## config.mk

```make
export PLATFORM = sky130hd
export DESIGN_NAME = osc_reset_ctrl
export DESIGN_NICKNAME = d
export VERILOG_FILES = /design/src/rtl/osc_rst_pkg.sv /design/src/rtl/osc_edge_sync.sv /design/src/rtl/osc_activity_mon.sv /design/src/rtl/osc_ctrl_regs.sv /design/src/rtl/osc_reset_ctrl.sv
export SDC_FILE = /design/constraint.sdc
export NUM_CORES = 1
export LEC_CHECK = 0
export BUFFER_PORTS_ARGS = -buffer_cell sky130_fd_sc_hd__buf_4
export CAP_MARGIN = 15
export CORE_UTILIZATION = 42
export CTS_BUF_LIST = sky130_fd_sc_hd__clkbuf_4 sky130_fd_sc_hd__clkbuf_8
export DETAILED_ROUTE_END_ITERATION = 16
export PLACE_DENSITY = 0.65
export SYNTH_ARGS = -nofsm -noshare
export SYNTH_HDL_FRONTEND = slang
export SYNTH_SLANG_ARGS = --single-unit
```

## constraint.sdc

```tcl
create_clock -name clk -period 1.7 [get_ports clk]
set_clock_uncertainty 0.05 [all_clocks]
set_input_delay 0.17 -clock clk [delete_from_list [all_inputs] [get_ports clk]]
set_output_delay 0.17 -clock clk [all_outputs]
set_load 0.03 [all_outputs]
```

## src/rtl/osc_rst_pkg.sv

```systemverilog
// Shared field positions and types for the oscillator-gated reset controller.
// Assumes a 7-bit control word. The bit positions are visible to software.
package osc_rst_pkg;
    localparam int CTRL_W     = 7;
    localparam int OSF_BIT    = 0;
    localparam int PERMIT_BIT = 1;
    localparam int OVR_BIT    = 2;
    localparam int DFLT_LSB   = 3;
    localparam int DFLT_W     = 4;

    // Power-on default bits, MSB first to match the word bits 6..3
    typedef struct packed {
        logic batlow;
        logic batsw;
        logic mode24;
        logic clkout;
    } dflt_t;
endpackage

```

## src/rtl/osc_edge_sync.sv

```systemverilog
// Synchroniser and rising-edge detector for the slow oscillator input.
// Assumes osc_in is asynchronous to clk. STAGES flops resolve metastability,
// and one more flop gives the previous sample for edge detection.
module osc_edge_sync #(
    parameter int STAGES = 2
) (
    input  logic clk,
    input  logic por_n,
    input  logic osc_in,
    output logic rise
);
    localparam int PIPE_W = STAGES + 1;

    logic [PIPE_W-1:0] pipe_q;

    // Shift the raw input through the synchroniser chain
    always_ff @(posedge clk) begin
        if (!por_n) begin
            pipe_q <= '0;
        end else begin
            pipe_q <= {pipe_q[PIPE_W-2:0], osc_in};
        end
    end

    // Rising edge: synchronised level high, previous sample low
    always_comb begin
        rise = pipe_q[STAGES-1] & ~pipe_q[STAGES];
    end
endmodule

```

## src/rtl/osc_activity_mon.sv

```systemverilog
// Judges whether the oscillator runs, from the spacing of its rising edges.
// Assumes TIMEOUT_CYC >= 2 and RUN_EDGES >= 1. Starts as stopped after power-on.
module osc_activity_mon #(
    parameter int TIMEOUT_CYC = 4096,
    parameter int RUN_EDGES   = 4
) (
    input  logic clk,
    input  logic por_n,
    input  logic rise,
    output logic running
);
    localparam int GAP_W = $clog2(TIMEOUT_CYC + 1);
    localparam int RUN_W = $clog2(RUN_EDGES + 1);
    localparam logic [GAP_W-1:0] GAP_LAST = GAP_W'(TIMEOUT_CYC - 1);
    localparam logic [RUN_W-1:0] RUN_LAST = RUN_W'(RUN_EDGES - 1);

    logic [GAP_W-1:0] gap_q;
    logic [RUN_W-1:0] good_q;
    logic             running_q;

    // Count cycles since the last edge, saturating at the timeout
    always_ff @(posedge clk) begin
        if (!por_n) begin
            gap_q <= '0;
        end else if (rise) begin
            gap_q <= '0;
        end else if (gap_q != GAP_LAST) begin
            gap_q <= gap_q + 1'b1;
        end
    end

    // Count consecutive timely edges and update the running state
    always_ff @(posedge clk) begin
        if (!por_n) begin
            good_q    <= '0;
            running_q <= 1'b0;
        end else if (rise) begin
            if (!running_q) begin
                if (good_q == RUN_LAST) begin
                    running_q <= 1'b1;
                    good_q    <= '0;
                end else begin
                    good_q <= good_q + 1'b1;
                end
            end
        end else if (gap_q == GAP_LAST) begin
            running_q <= 1'b0;
            good_q    <= '0;
        end
    end

    assign running = running_q;

    AST_STOP_ON_TIMEOUT: assert property (@(posedge clk) disable iff (!por_n)
        (gap_q == GAP_LAST && !rise) |=> !running_q);
    AST_NO_RUN_WITHOUT_EDGE: assert property (@(posedge clk) disable iff (!por_n)
        (!running_q && !rise) |=> !running_q);
endmodule

```

## src/rtl/osc_ctrl_regs.sv

```systemverilog
// Control word: sticky stop flag, override permit and status, default bits.
// Assumes rst_active is the registered internal reset. Override fields stay
// writable during reset, because board test engages the override then.
module osc_ctrl_regs
    import osc_rst_pkg::*;
(
    input  logic              clk,
    input  logic              por_n,
    input  logic              rst_active,
    input  logic              ovr_req,
    input  logic              wr_en,
    input  logic [CTRL_W-1:0] wr_data,
    output logic              osf,
    output logic              permit,
    output logic              ovr,
    output dflt_t             dflt
);
    logic  osf_q;
    logic  permit_q;
    logic  ovr_q;
    dflt_t dflt_q;

    // Stop flag: set by any reset, cleared by writing 0 outside reset
    always_ff @(posedge clk) begin
        if (!por_n) begin
            osf_q <= 1'b1;
        end else if (rst_active) begin
            osf_q <= 1'b1;
        end else if (wr_en && !wr_data[OSF_BIT]) begin
            osf_q <= 1'b0;
        end
    end

    // Default bits: forced during reset, loaded by writes otherwise
    always_ff @(posedge clk) begin
        if (!por_n) begin
            dflt_q <= '1;
        end else if (rst_active) begin
            dflt_q <= '1;
        end else if (wr_en) begin
            dflt_q <= dflt_t'(wr_data[DFLT_LSB +: DFLT_W]);
        end
    end

    // Permit bit: set at power-on, follows register writes
    always_ff @(posedge clk) begin
        if (!por_n) begin
            permit_q <= 1'b1;
        end else if (wr_en) begin
            permit_q <= wr_data[PERMIT_BIT];
        end
    end

    // Override status: engaged by write or request only while permitted
    always_ff @(posedge clk) begin
        if (!por_n) begin
            ovr_q <= 1'b0;
        end else if (wr_en) begin
            if (!wr_data[PERMIT_BIT] || !wr_data[OVR_BIT]) begin
                ovr_q <= 1'b0;
            end else if (permit_q) begin
                ovr_q <= 1'b1;
            end
        end else if (ovr_req && permit_q) begin
            ovr_q <= 1'b1;
        end
    end

    assign osf    = osf_q;
    assign permit = permit_q;
    assign ovr    = ovr_q;
    assign dflt   = dflt_q;

    AST_OSF_SET_IN_RESET: assert property (@(posedge clk) disable iff (!por_n)
        rst_active |=> osf_q);
    AST_DEFAULTS_IN_RESET: assert property (@(posedge clk) disable iff (!por_n)
        rst_active |=> (dflt_q == '1));
    AST_PERMIT_ZERO_CLEARS: assert property (@(posedge clk) disable iff (!por_n)
        (wr_en && !wr_data[PERMIT_BIT]) |=> (!permit_q && !ovr_q));
    AST_REQ_IGNORED: assert property (@(posedge clk) disable iff (!por_n)
        (ovr_req && !wr_en && !permit_q && !ovr_q) |=> !ovr_q);
endmodule

```

## src/rtl/osc_reset_ctrl.sv

```systemverilog
// Top: internal reset gated by oscillator activity, with a test override.
// Assumes por_n is the raw power-on indication, sampled synchronously. The
// internal reset is registered, so its release is synchronous to clk.
module osc_reset_ctrl
    import osc_rst_pkg::*;
#(
    parameter int TIMEOUT_CYC = 4096,
    parameter int RUN_EDGES   = 4,
    parameter int SYNC_STAGES = 2
) (
    input  logic              clk,
    input  logic              por_n,
    input  logic              osc_in,
    input  logic              ovr_req,
    input  logic              wr_en,
    input  logic [CTRL_W-1:0] wr_data,
    output logic              rst_int_n,
    output logic              osc_stop_flag,
    output logic              clkout_en,
    output logic              mode_24h,
    output logic              batsw_en,
    output logic              batlow_en,
    output logic              ovr_permit,
    output logic              ovr_active,
    output logic [CTRL_W-1:0] rd_data
);
    logic  osc_rise;
    logic  osc_running;
    logic  rst_q;
    logic  osf;
    logic  permit;
    logic  ovr;
    dflt_t dflt;

    osc_edge_sync #(.STAGES(SYNC_STAGES)) i_sync (
        .clk    (clk),
        .por_n  (por_n),
        .osc_in (osc_in),
        .rise   (osc_rise)
    );

    osc_activity_mon #(.TIMEOUT_CYC(TIMEOUT_CYC), .RUN_EDGES(RUN_EDGES)) i_mon (
        .clk     (clk),
        .por_n   (por_n),
        .rise    (osc_rise),
        .running (osc_running)
    );

    osc_ctrl_regs i_regs (
        .clk        (clk),
        .por_n      (por_n),
        .rst_active (~rst_q),
        .ovr_req    (ovr_req),
        .wr_en      (wr_en),
        .wr_data    (wr_data),
        .osf        (osf),
        .permit     (permit),
        .ovr        (ovr),
        .dflt       (dflt)
    );

    // Internal reset: released while the oscillator runs or the override holds
    always_ff @(posedge clk) begin
        if (!por_n) begin
            rst_q <= 1'b0;
        end else begin
            rst_q <= osc_running | ovr;
        end
    end

    // Drive the dedicated outputs and assemble the read word
    always_comb begin
        rst_int_n     = rst_q;
        osc_stop_flag = osf;
        ovr_permit    = permit;
        ovr_active    = ovr;
        clkout_en     = dflt.clkout;
        mode_24h      = dflt.mode24;
        batsw_en      = dflt.batsw;
        batlow_en     = dflt.batlow;
        rd_data                       = '0;
        rd_data[OSF_BIT]              = osf;
        rd_data[PERMIT_BIT]           = permit;
        rd_data[OVR_BIT]              = ovr;
        rd_data[DFLT_LSB +: DFLT_W]   = dflt;
    end

    AST_HOLD_WHEN_STOPPED: assert property (@(posedge clk) disable iff (!por_n)
        (!osc_running && !ovr) |=> !rst_int_n);
    AST_RELEASE_WHEN_OK: assert property (@(posedge clk) disable iff (!por_n)
        (osc_running || ovr) |=> rst_int_n);
endmodule

```

**Word-level counts from Yosys, hierarchy flattened**

Index checks and enable logic that the tools add are counted.

- Add/subtract/negate cells: 2
- Multipliers: 0
- Div/mod/pow operators: 0
- Order comparisons: 0
- Equality and inequality tests: 5
- Shift operators: 0
- Muxes and demuxes: 12
- Bitwise operators: 4
- Reductions and logical operators: 12

Operators with widths:

| kind | number |
|---|---|
| $add 13x1->13 const B | 1 |
| $eq 13x12->1 const B | 1 |
| $ne 13x12->1 const B | 1 |
| $mux 3 | 4 |
| $mux 1 | 8 |
| $reduce_and 2->1 | 3 |
| $reduce_bool 2->1 | 2 |
| $add 3x1->3 const B | 1 |
| $eq 3x2->1 const B | 1 |
| $logic_not 1->1 | 3 |
| $ne 3x1->1 const B | 1 |
| $logic_and 1x1->1 | 2 |
| $ne 2x2->1 const B | 1 |
| $not 1->1 | 2 |
| $reduce_or 2->1 | 1 |
| $and 1x1->1 | 1 |
| $logic_or 1x1->1 | 1 |
| $or 1x1->1 | 1 |

- Register bits: 28
- Latch bits: 0
- RAM bits: 0
- ROM bits: 0
- Output and inout port bits: 15
- Memories kept: 0

**Depth between registers and ports, before layout**

- Depth after elaboration: 4
- Depth in mapped cells: 6

**Modules after synthesis**

Synthesis repeated with hierarchy kept, for this count alone.

- Cells, all modules: 135
- Area total of the unflattened synthesis: 1,276.2 sq um

Modules (own cells, without submodules):

| module | times used | cells each | area each (sq um) | sequential area each (sq um) |
|---|---|---|---|---|
| osc_activity_mon | 1 | 91 | 822.0 | 340.3 |
| osc_ctrl_regs | 1 | 27 | 277.8 | 140.1 |
| osc_edge_sync | 1 | 7 | 92.6 | 60.1 |
| osc_reset_ctrl | 1 | 10 | 83.8 | 20.0 |

**Worst setup path after synthesis**

No wires, ideal clock.

- Path type: reg2reg
- From: register i_mon.gap_q[0]
- To: register i_mon.running_q, in the netlist i_mon.running
- Arrival: 1,452 ps
- Required time: 1,525 ps
- Path slack: 73 ps
- Cell stages (with the launch flop): 7
- Buffers on the path: 1
- Clock period less this slack: 1,627 ps
- Cell sequence: dfxtp_1 -> ha_1 -> nand3_1 -> nor4_1 -> buf_2 -> and2_1 -> o32ai_1

- Word-level cells in the longest chain between the ends: 2

RTL lines:

| what | RTL line | RTL |
|---|---|---|
| start, declared | osc_activity_mon.sv:17 | `logic [GAP_W-1:0] gap_q;` |
| start signal, assigned | osc_activity_mon.sv:28 | `gap_q <= gap_q + 1'b1;` |
| $eq 13x12->1 | osc_activity_mon.sv:46 | `end else if (gap_q == GAP_LAST) begin` |
| $reduce_bool 2->1 (no source line) | n/a |  |
| end signal, assigned | osc_activity_mon.sv:36 | `running_q <= 1'b0;` |
| end signal, assigned | osc_activity_mon.sv:40 | `running_q <= 1'b1;` |
| end signal, assigned | osc_activity_mon.sv:47 | `running_q <= 1'b0;` |
| end, declared | osc_activity_mon.sv:19 | `logic running_q;` |

Every way passes these cells.
A chain may end at the register's enable or synchronous reset.

**Final worst setup path**

- From: register i_mon.gap_q[0]
- To: register i_mon.gap_q[9]

- Word-level cells in the longest chain between the ends: 1
- Elaborated cells between the ends (all ways): 2
- Classes of those cells: add/sub: 1; eq/ne: 1

RTL lines:

| what | RTL line |
|---|---|
| $add 13x1->13 / $ne 13x12->1 (equally long branches) | osc_activity_mon.sv:28, osc_activity_mon.sv:27 |

Several ways; a longest one is shown, not always the timed one.

==> run metrics <==
status completed; Fin. Hold Viols 0; worst rel slew slack 0.756; fill cell count ~260; First DRT Iteration DRCs 11; P&R area growth vs syn 26.4%; Clk network pwr share 0.347; average cell area after synthesis 9.11 sq um; Post-Synth Adder-Cell Area 0.0208; synthesized netlist cell count 132; Synth Flop Type dfxtp_1; Mapped Nets around 150; Worst Path Buf+Inv 1; post-synth cell types 33; area occupied by multi-input gates 582 sq um; post-synthesis xor/xnor area fraction 0.00728; Final Cycle Share 0.967; most common cell after layout, fill and taps aside buf_4; PortBufs 26; Chip Height approximately 56 microns; Synth Area in Simple Gates 0.245; # DRC 0; CP Launch Type flip-flop; CTS Root Cell clkbuf_4; Clk Latency, worst-skew pair ~0.32 ns; Seq. cell area roughly 570 sq um; switching share of power 0.214; PnR worst setup slack between 0.05 and 0.06 ns; hold slack about 0.021 ns; Flop pwr share 0.558; mapped cell area 1200 sq um; Clock transition at path regs roughly 0.15 ns; max frequency 608 MHz; Starting Density 0.440; Crit Path Category reg2reg; cell area after layout roughly 1500 sq um; CP endpoint kind flip-flop; pin count of the biggest net entering global routing 18; I/O pin total 27; num rows 19; Arrival @ worst endpoint about 1.8 ns; count of inserted antenna diode cells 0; CP Max Fanout 5; pin slew with the least headroom to its limit 0.365 ns; register bit total from synthesis 28; max_cap viols 0; largest family of logic cells by synthesized area simple AND/OR/NAND/NOR gates; commonest non-fill, non-tap cells in the layout buf_4 (33), dfxtp_1 (20), nand2_1 (11); DRT antenna net count 0; Detail Placement HPWL between 1500 and 2000 microns; Hold WC Path Type in2reg; GRT Total Usage 0.156; Max clock buf depth 2; DRT Pass-1 Iters 4; Final min period 1.64 ns; Seq/Total Area, Yosys 0.466; Pint around 960 uW; Placer Congestion about 0.8; first-pass GRT wire length 3910 microns; DR vias/cell approximately 5.3; Critical Path RT between 1.5 and 2 ns; top cell family by delay on the critical path simple AND/OR/NAND/NOR gates; core region area 2730 sq um; Vias about 1000; CTS tree yes; CTS H-Tree Depth 1; crit path max-delay cell type or4_1; pwr/cell area a little over 800 nW/um^2; peak supply drop 0.539 mV; Max Slew Vio Count 0; Critical Path, Cell by Cell ha_1 -> nand3_1 -> buf_4 -> nor3_2 -> or4_1 -> a21oi_1; mux contribution to synthesized area 0.0583; share of cells above drive strength 1 0.331; WL final 2490 microns; pre-CTS setup slack roughly 0.052 ns; Avg WL per Cell 13.0 microns; # setup viols final 0; leakage power approximately 0.6 nW; Sink Count 28; fin nets between 150 and 200; Final Util 0.556; Die X roughly 56 microns; vias in the first global route 904; die area ~3100 sq um; cts bufs inserted 3; compound-cell area share of the yosys netlist 0.136; NetSw 263 uW; max incr delay on CP approximately 0.47 ns; antenna violations before repair 0; Area after DPL between 1000 and 1500 sq um; proportion of power drawn by combinational gates 0.094; share of flip-flops with an asynchronous set or reset 0; Synthesis Warnings 0; Post-synth EDFFs 0; total gr overflow 0
-- worst reg2reg max path: cells and delay by family, from the launching register on --
| family | cells | cell delay [ns] |
|---|---|---|
| fa+ha+maj | 1 | 0.22 |
| compound gates | 1 | 0.15 |
| simple gates | 3 | 0.65 |
| buf+inv | 1 | 0.15 |
| flops | 1 | 0.36 |
-- final timing paths --
check | startpoint | end | slack (ns) | cells after the start
worst min-delay path | wr_data[1] | i_regs.permit | 0.02 | 3
worst max-delay path | i_mon.gap_q[0] | i_mon.gap_q[9] | 0.06 | 6
worst min register to register | i_sync.pipe_q[0] | i_sync.pipe_q[1] | 0.40 | 1
worst max register to register | i_mon.gap_q[0] | i_mon.gap_q[9] | 0.06 | 6
-- metal layers --
layer,vias up,track usage,wire length [microns]
met1,482,0.207,1140
met5,-,0,0
li1,525,-,-
met4,0,0.0536,19
met2,6,0.258,1280
met3,2,0.0234,41
-- power by group through the flow --
stage | registers, mW | clock network [mW] | logic, mW
final | 0.685 | 0.426 | 0.116
after global routing | 0.688 | 0.467 | 0.127
after CTS | 0.687 | 0.440 | 0.114
after detailed placement | 0.701 | 0 | 0.111
after global placement | 0.700 | 0 | 0.109
after floorplan | 0.709 | 0 | 0.0606
-- repair_timing --
action	4_1_cts	5_1_grt
gates resized for setup	0	13
setup endpoints to repair	0	11
hold buffers	1	0
endpoints found under the hold margin	1	0
buffers inserted	0	2
-- kinds of logic (layout without fill, tap and decap cells) --
logic type / Yosys count / in the layout
xor+xnor: 1 / 1
fa+ha+maj: 2 / 2
simple gates: 55 / 55
mux: 7 / 7
buf+inv: 14 / 42
flops: 28 / 28
compound gates: 25 / 25
-- metrics by stage --
stage / power (mW) / TNS [ns] / cells
6_report: 1.23 / 0 / 191
5_1_grt: 1.28 / -0.00613 / 191
4_1_cts: 1.24 / 0 / 188
3_5_place_dp: 0.812 / 0 / 183
3_3_place_gp: 0.809 / 0 / 183
2_1_floorplan: 0.770 / 0 / 132
-- registers in the layout, indices dropped and copies added (netlist names) --
| register | cells |
|---|---|
| i_mon.running | 1 |
| i_regs.osf | 1 |
| i_regs.dflt | 4 |
| i_regs.ovr | 1 |
| rst_int_n | 1 |
| i_mon.gap_q | 13 |
| i_regs.permit | 1 |
| i_sync.pipe_q | 3 |
| i_mon.good_q | 3 |
-- cells in the mapped netlist (all sizes together), types with 2 or more instances --
master	instances	area [sq um]
or3	4	27.5
o21ai	6	30.0
nor2	10	37.5
ha	2	25.0
nor3	2	10.0
nand2b	2	12.5
buf	8	57.6
or4	3	22.5
clkbuf	3	11.3
nand3	10	50.1
o31ai	5	37.5
a21oi	7	35.0
nand4	4	31.3
nand2	11	41.3
mux2i	7	70.1
nor4	2	12.5
inv	3	11.3
dfxtp	28	561
and2	4	25.0
-- final cells by class --
type                            instances  share of cell area
Inverter                                3             0.00741
Timing Repair Buffer                   35               0.173
Multi-Input combinational cell         90               0.383
Clock inverter                          1              0.0198
Clock buffer                            3              0.0148
Sequential cell                        28               0.377
Tap cell                               31              0.0255
No activity file was read; power rests on OpenSTA's default activity.
